**config.mk**
```make
export PLATFORM = sky130hd
export DESIGN_NAME = remap_fifo
export DESIGN_NICKNAME = d
export VERILOG_FILES = /design/src/rtl/remap_fifo_pkg.sv /design/src/rtl/remap_table.sv /design/src/rtl/fifo_ptr_ctrl.sv /design/src/rtl/fifo_store.sv /design/src/rtl/remap_fifo.sv
export SDC_FILE = /design/constraint.sdc
export NUM_CORES = 2
export LEC_CHECK = 0
export BUFFER_PORTS_ARGS = -buffer_cell sky130_fd_sc_hd__buf_2
export CAP_MARGIN = 10
export CORE_MARGIN = 2
export CORE_UTILIZATION = 35
export CTS_CLUSTER_DIAMETER = 120
export DETAILED_ROUTE_END_ITERATION = 16
export GPL_ROUTABILITY_DRIVEN = 0
export PLACE_DENSITY_LB_ADDON = 0.3
export SLEW_MARGIN = 20
export SYNTH_ARGS = -nofsm -noshare
export SYNTH_HDL_FRONTEND = slang
export SYNTH_SLANG_ARGS = --single-unit
```
**constraint.sdc**
```tcl
create_clock -name clk_i -period 5 [get_ports clk_i]
set_input_delay 0.75 -clock clk_i [delete_from_list [all_inputs] [get_ports clk_i]]
set_output_delay 0.75 -clock clk_i [all_outputs]
set_load 0.05 [all_outputs]
```
**src/rtl/remap_fifo_pkg.sv**
```systemverilog
package remap_fifo_pkg;
  typedef enum logic [1:0] {
    OP_IDLE = 2'b00,
    OP_PUSH = 2'b01,
    OP_POP  = 2'b10,
    OP_BOTH = 2'b11
  } fifo_op_e;
endpackage

```
**src/rtl/remap_table.sv**
```systemverilog
module remap_table #(
  parameter int DEPTH = 32,
  parameter int IDX_W = $clog2(DEPTH)
) (
  input  logic             clk_i,
  input  logic             rst_ni,
  input  logic             cfg_en_i,
  input  logic             cfg_we_i,
  input  logic [IDX_W-1:0] cfg_addr_i,
  input  logic [IDX_W-1:0] cfg_phys_i,
  input  logic             cfg_last_i,
  input  logic [IDX_W-1:0] wr_slot_i,
  input  logic [IDX_W-1:0] rd_slot_i,
  output logic [IDX_W-1:0] wr_phys_o,
  output logic [IDX_W-1:0] rd_phys_o,
  output logic [IDX_W:0]   eff_depth_o
);
  logic [IDX_W-1:0] phys_q [DEPTH];
  logic             last_q [DEPTH];

  for (genvar g = 0; g < DEPTH; g++) begin : g_ent
    always_ff @(posedge clk_i or negedge rst_ni) begin
      if (!rst_ni) begin
        phys_q[g] <= IDX_W'(g);
        last_q[g] <= (g == DEPTH - 1);
      end else if (cfg_en_i && cfg_we_i && cfg_addr_i == IDX_W'(g)) begin
        phys_q[g] <= cfg_phys_i;
        last_q[g] <= cfg_last_i;
      end
    end


    table_locked_chk: assert property (@(posedge clk_i) disable iff (!rst_ni)
      !cfg_en_i |=> $stable(phys_q[g]) && $stable(last_q[g]));
  end

  // lowest marked slot ends the ring
  always_comb begin
    eff_depth_o = (IDX_W + 1)'(DEPTH);
    for (int i = DEPTH - 1; i >= 0; i--)
      if (last_q[i]) eff_depth_o = (IDX_W + 1)'(i + 1);
  end

  assign wr_phys_o = phys_q[wr_slot_i];
  assign rd_phys_o = phys_q[rd_slot_i];
endmodule

```
**src/rtl/fifo_ptr_ctrl.sv**
```systemverilog
module fifo_ptr_ctrl
  import remap_fifo_pkg::*;
#(
  parameter int DEPTH = 32,
  parameter int IDX_W = $clog2(DEPTH)
) (
  input  logic             clk_i,
  input  logic             rst_ni,
  input  logic             cfg_en_i,
  input  logic             push_i,
  input  logic             pop_i,
  input  logic [IDX_W:0]   eff_depth_i,
  output logic [IDX_W-1:0] wr_slot_o,
  output logic [IDX_W-1:0] rd_slot_o,
  output logic [IDX_W:0]   count_o,
  output logic             full_o,
  output logic             empty_o,
  output logic             wr_en_o
);
  logic [IDX_W-1:0] wr_q, rd_q;
  logic [IDX_W:0]   cnt_q;
  logic             rd_en;
  fifo_op_e         op;

  function automatic logic [IDX_W-1:0] next_slot(logic [IDX_W-1:0] s, logic [IDX_W:0] lim);
    return (({1'b0, s} + 1'b1) == lim) ? '0 : s + 1'b1;
  endfunction

  assign full_o  = (cnt_q == eff_depth_i);
  assign empty_o = (cnt_q == '0);
  assign wr_en_o = push_i && !full_o && !cfg_en_i;
  assign rd_en   = pop_i && !empty_o && !cfg_en_i;
  assign op      = fifo_op_e'({rd_en, wr_en_o});

  always_ff @(posedge clk_i or negedge rst_ni) begin
    if (!rst_ni) begin
      wr_q  <= '0;
      rd_q  <= '0;
      cnt_q <= '0;
    end else if (cfg_en_i) begin
      wr_q  <= '0;
      rd_q  <= '0;
      cnt_q <= '0;
    end else begin
      if (wr_en_o) wr_q <= next_slot(wr_q, eff_depth_i);
      if (rd_en)   rd_q <= next_slot(rd_q, eff_depth_i);
      unique case (op)
        OP_PUSH: cnt_q <= cnt_q + 1'b1;
        OP_POP:  cnt_q <= cnt_q - 1'b1;
        default: cnt_q <= cnt_q;
      endcase
    end
  end

  assign wr_slot_o = wr_q;
  assign rd_slot_o = rd_q;
  assign count_o   = cnt_q;


  no_overflow_chk: assert property (@(posedge clk_i) disable iff (!rst_ni)
    cnt_q <= eff_depth_i);

  no_underflow_chk: assert property (@(posedge clk_i) disable iff (!rst_ni)
    (cnt_q == '0 && !push_i) |=> cnt_q == '0);

  both_hold_chk: assert property (@(posedge clk_i) disable iff (!rst_ni)
    (push_i && pop_i && !cfg_en_i && cnt_q != '0 && cnt_q < eff_depth_i) |=> $stable(cnt_q));

  flush_chk: assert property (@(posedge clk_i) disable iff (!rst_ni)
    cfg_en_i |=> (cnt_q == '0 && wr_q == '0 && rd_q == '0));
endmodule

```
**src/rtl/fifo_store.sv**
```systemverilog
module fifo_store #(
  parameter int DATA_W = 32,
  parameter int DEPTH  = 32,
  parameter int IDX_W  = $clog2(DEPTH)
) (
  input  logic              clk_i,
  input  logic              we_i,
  input  logic [IDX_W-1:0]  waddr_i,
  input  logic [DATA_W-1:0] wdata_i,
  input  logic [IDX_W-1:0]  raddr_i,
  output logic [DATA_W-1:0] rdata_o
);
  logic [DATA_W-1:0] mem_q [DEPTH];

  always_ff @(posedge clk_i)
    if (we_i) mem_q[waddr_i] <= wdata_i;

  assign rdata_o = mem_q[raddr_i];
endmodule

```
**src/rtl/remap_fifo.sv**
```systemverilog
module remap_fifo #(
  parameter int DATA_W = 32,
  parameter int DEPTH  = 32,
  parameter int IDX_W  = $clog2(DEPTH)
) (
  input  logic              clk_i,
  input  logic              rst_ni,
  input  logic              cfg_en_i,
  input  logic              cfg_we_i,
  input  logic [IDX_W-1:0]  cfg_addr_i,
  input  logic [IDX_W-1:0]  cfg_phys_i,
  input  logic              cfg_last_i,
  input  logic              push_i,
  input  logic [DATA_W-1:0] push_data_i,
  input  logic              pop_i,
  output logic [DATA_W-1:0] pop_data_o,
  output logic              full_o,
  output logic              empty_o,
  output logic [IDX_W:0]    count_o
);
  logic [IDX_W-1:0] wr_slot, rd_slot, wr_phys, rd_phys;
  logic [IDX_W:0]   eff_depth;
  logic             wr_en;

  remap_table #(.DEPTH(DEPTH), .IDX_W(IDX_W)) u_table (
    .clk_i, .rst_ni, .cfg_en_i, .cfg_we_i, .cfg_addr_i, .cfg_phys_i, .cfg_last_i,
    .wr_slot_i(wr_slot), .rd_slot_i(rd_slot),
    .wr_phys_o(wr_phys), .rd_phys_o(rd_phys), .eff_depth_o(eff_depth)
  );

  fifo_ptr_ctrl #(.DEPTH(DEPTH), .IDX_W(IDX_W)) u_ptr (
    .clk_i, .rst_ni, .cfg_en_i, .push_i, .pop_i,
    .eff_depth_i(eff_depth),
    .wr_slot_o(wr_slot), .rd_slot_o(rd_slot),
    .count_o, .full_o, .empty_o, .wr_en_o(wr_en)
  );

  fifo_store #(.DATA_W(DATA_W), .DEPTH(DEPTH), .IDX_W(IDX_W)) u_store (
    .clk_i, .we_i(wr_en), .waddr_i(wr_phys), .wdata_i(push_data_i),
    .raddr_i(rd_phys), .rdata_o(pop_data_o)
  );


  flags_excl_chk: assert property (@(posedge clk_i) disable iff (!rst_ni)
    !(full_o && empty_o));
endmodule

```
==> metrics.md <==
| Metric | Value |
|---|---|
| Largest area contributor in the netlist | edfxtp_1 |
| FILL cells | ~13000 |
| Routed wire length | between 100 and 150 mm |
| RSZ-0062 raised after global routing | true |
| Crit path time final | 4991 ps |
| Post-Synthesis Cells | about 3000 |
| Xor and xnor area share after synthesis | 0.2683% |
| I/O Buffers | between 80 and 90 |
| Met3 usage | ~3.3% |
| Die W | approximately 390 µm |
| Gr usage total | 17.86% |
| Core ar. | 149600 µm² |
| Final Hold Viols | 0 |
| Syn-to-layout area delta | 20.19% |
| Yosys cell types | 75 |
| Top FF cell, synth | edfxtp_1 |
| Post-Syn Area per Cell | around 17 µm² |
| CP Class | reg -> out |
| HPWL Detailed | between 80 and 90 mm |
| Die Y-Extent | between 300 and 400 µm |
| Total power | slightly above 40000 µW |
| DRC Markers | 0 |
| WP data required | ~4300 ps |
| Area of the die | 153700 µm² |
| Clock Skews | ~54 ps |
| Clock slew at reported path FFs | 60 ps |
| Final setup violation count | 0 |
| Dpl cell area | between 50000 and 60000 µm² |
| CP Capture Type | output pin |
| TritonRoute pass-1 iters | 5 |
| Initial Utilization | a little over a third |
| Seq/Total Area, Yosys | between 60% and 70% |
| Leak Pwr | 0.02283 µW |
| Final hold slack | approximately 160 ps |
| GRT Max-Usage Layer | met2 |
| Period utilization | between 90% and 100% |
| Layout cells sized above 1 | 28.48% |
| Placed Cells | 5120 |
| EDFF count, synth | 1024 |
| Number of buffers created by CTS | between 100 and 150 |
| Global-route wire length before repair | about 200 mm |
| CP max FO | 7 |
| Met2 GRT Util | between 20% and 30% |
| Worst-Margin Slew | 1071 ps |
| Simple-gate share of the synthesized area | ~2.7% |
| Area share of the largest cell type after synthesis | about 58% |
| Power density over the cells | approximately 660 nW/µm² |
| Nets | 3383 |
| Number of I/O pins | between 80 and 90 |
| Net Count, Synth | between 3000 and 4000 |
| Max Freq | 200.4 MHz |
| Clk sinks | between 1000 and 1500 |
| Largest net degree at the start of global routing | between 100 and 150 |
| CTS Hold Bufs | 0 |
| Drt initial violations | around 2200 |
| Largest family of logic cells by synthesized area | multiplexers |
| Per-cell routed wire length | 25.92 µm |
| Worst hold path class | in -> async |
| Crit start category | register |
| Ys async rst share | between 10% and 20% |
| Ys Warns | 0 |
| Core Rows | between 100 and 150 |
| Max_slew headroom | 28.34% |
| Vias per cell | 5.268 |
| Register bit count reported by yosys | approximately 1200 |
| Max-cap violations | 0 |
| Routed Antenna Nets | 0 |
| Max clock buf depth | 3 |
| Worst EP arrival | 4240 ps |
| CTS tree | yes |
| H-tree depth | 4 |
| Post-Synth Adder-Cell Area | less than 1% |
| Via count | 28740 |
| Worst vdd ir | ~0.00046 V |
| Syn Std Cell Area | 52700 µm² |
| Initial antenna violation count | 8 |
| Top post-synthesis cells by area | edfxtp_1 58%, mux2i_1 15%, dfrtp_1 6.0% |
| Mux cell area share after synthesis | 22.89% |
| Area fraction in compound gates after synthesis | 3.245% |
| Met1 global-route usage | between 20% and 30% |
| Slew Viols, Final | 0 |
| Status | finished, final reports clean |
| Skew-Pair Late Insertion Delay | between 700 and 800 ps |
| Total gr overflow | 0 |
| Vias in the first global route | 28220 |
| Clock root buffer | clkbuf_16 |
| Final cell count without fillers | ~5500 |
| Final Cell Area | between 60000 and 70000 µm² |
-- worst paths after layout --
check / start / end / slack, ps / cells past startpoint
setup / recovery: u_ptr.rd_slot_o[0] / pop_data_o[1] / 9 / 14
hold / removal: rst_ni / u_table.phys_q[94] / 160 / 1
setup reg to reg: u_table.last_q[5] / u_ptr.count_o[5] / 530 / 16
hold reg to reg: u_table.phys_q[37] / u_table.phys_q[37] / 530 / 1
max in group asynchronous: rst_ni / u_table.phys_q[20] / 3750 / 2
min in group clk_i: cfg_en_i / u_ptr.count_o[0] / 420 / 3
-- report_power, final --
| part | total [µW] | leakage (µW) | internal, µW | switching (µW) |
|---|---|---|---|---|
| combinational | 19700 | 0.00895 | 8970 | 10800 |
| sequential | 11900 | 0.0117 | 11600 | 288 |
| clock | 9890 | 0.00216 | 5720 | 4170 |
| total | 41500 | 0.0228 | 26300 | 15200 |
-- worst max-delay path: stages (launching register included) --
cell       delay (ps)
dfrtp_2           460
buf_6             150
mux4_2            480
a22o_1            270
a31oi_2           190
o211ai_1          200
clkbuf_16         250
buf_12            150
clkbuf_16         170
mux2i_1           150
mux2i_1           100
a22oi_1           320
nand4_1           210
buf_6             200
buf_6             150
-- logic make-up after synthesis --
group | after synthesis
adders and majority gates | 7
buffers and inverters | 187
DFF | 1231
and+or+nand+nor | 284
muxes | 1082
xor gates and xnor gates | 14
AOI/OAI and AO/OA | 225
-- stage by stage --
| stage | utilization, % | setup TNS [ps] | worst slack [ps] |
|---|---|---|---|
| after CTS | 41.52 | -89.37 | -24.99 |
| after floorplan | - | 0 | 724.8 |
| final | 42.34 | 0 | 9.186 |
| after global placement | 37.81 | 0 | 500.1 |
| after detailed placement | 37.81 | 0 | 516.0 |
| after global routing | 42.34 | -2641 | -171.5 |
-- cell type report --
class	instances	area [µm²]	area share, %
Antenna cell	1	2.502	0.003951
Inverter	21	78.83	0.1244
Clock inverter	70	773.2	1.221
Clock buffer	180	3682	5.813
Sequential cell	1231	36030	56.89
Timing Repair Buffer	324	4139	6.534
Tap cell	2016	2522	3.982
Multi-Input combinational cell	1612	16110	25.43
-- synth_stat cells (9+ instances only) --
cell type / n
nor3_1: 12
nand4_1: 40
nor4_1: 11
mux2_2: 198
inv_1: 19
mux2i_1: 806
nand2_1: 55
buf_6: 16
nor2b_1: 15
nor2_1: 88
a22oi_1: 136
buf_4: 64
dfrtp_1: 127
xnor2_1: 9
a21oi_1: 12
nand2b_1: 14
dfstp_2: 80
mux4_2: 71
buf_2: 32
nand3_1: 18
edfxtp_1: 1024
clkbuf_1: 42
-- state kept, by name (all words and copies together) (netlist names) --
name,flops
u_table.last_q,31
u_ptr.wr_slot_o,5
u_ptr.count_o,6
u_ptr.rd_slot_o,5
u_table.phys_q,160
u_store.mem_q,1024
-- timing repair --
item | 4_1_cts | 5_1_grt
cloned | 16 | 26
pin swaps | 21 | 67
resized for setup | 97 | 118
setup buffers | 26 | 17
endpoints found under the setup margin | 32 | 32
-- layout by cell type, fill, tap and decap left out, types with 35 or more instances in the layout --
cell type and count:
a22oi_1 101, a22oi_2 35, buf_12 51, buf_2 55, buf_4 115, buf_6 43
clkbuf_1 36, clkbuf_16 161, dfrtp_1 123, dfstp_2 80, edfxtp_1 1024, mux2_2 198
mux2i_1 788, mux4_2 71, nand2_1 55, nand4_1 40, nor2_1 53
-- routing by layer --
layer  vias up  wire length (µm)  share of wire (%)
met5         -                24              0.017
met3       201              7673                5.4
met2       750             69960                 49
met4         4              3235                2.3
met1     15120             60490                 43
li1      12660                 -                  -
Power figures use the tool's default switching activity.
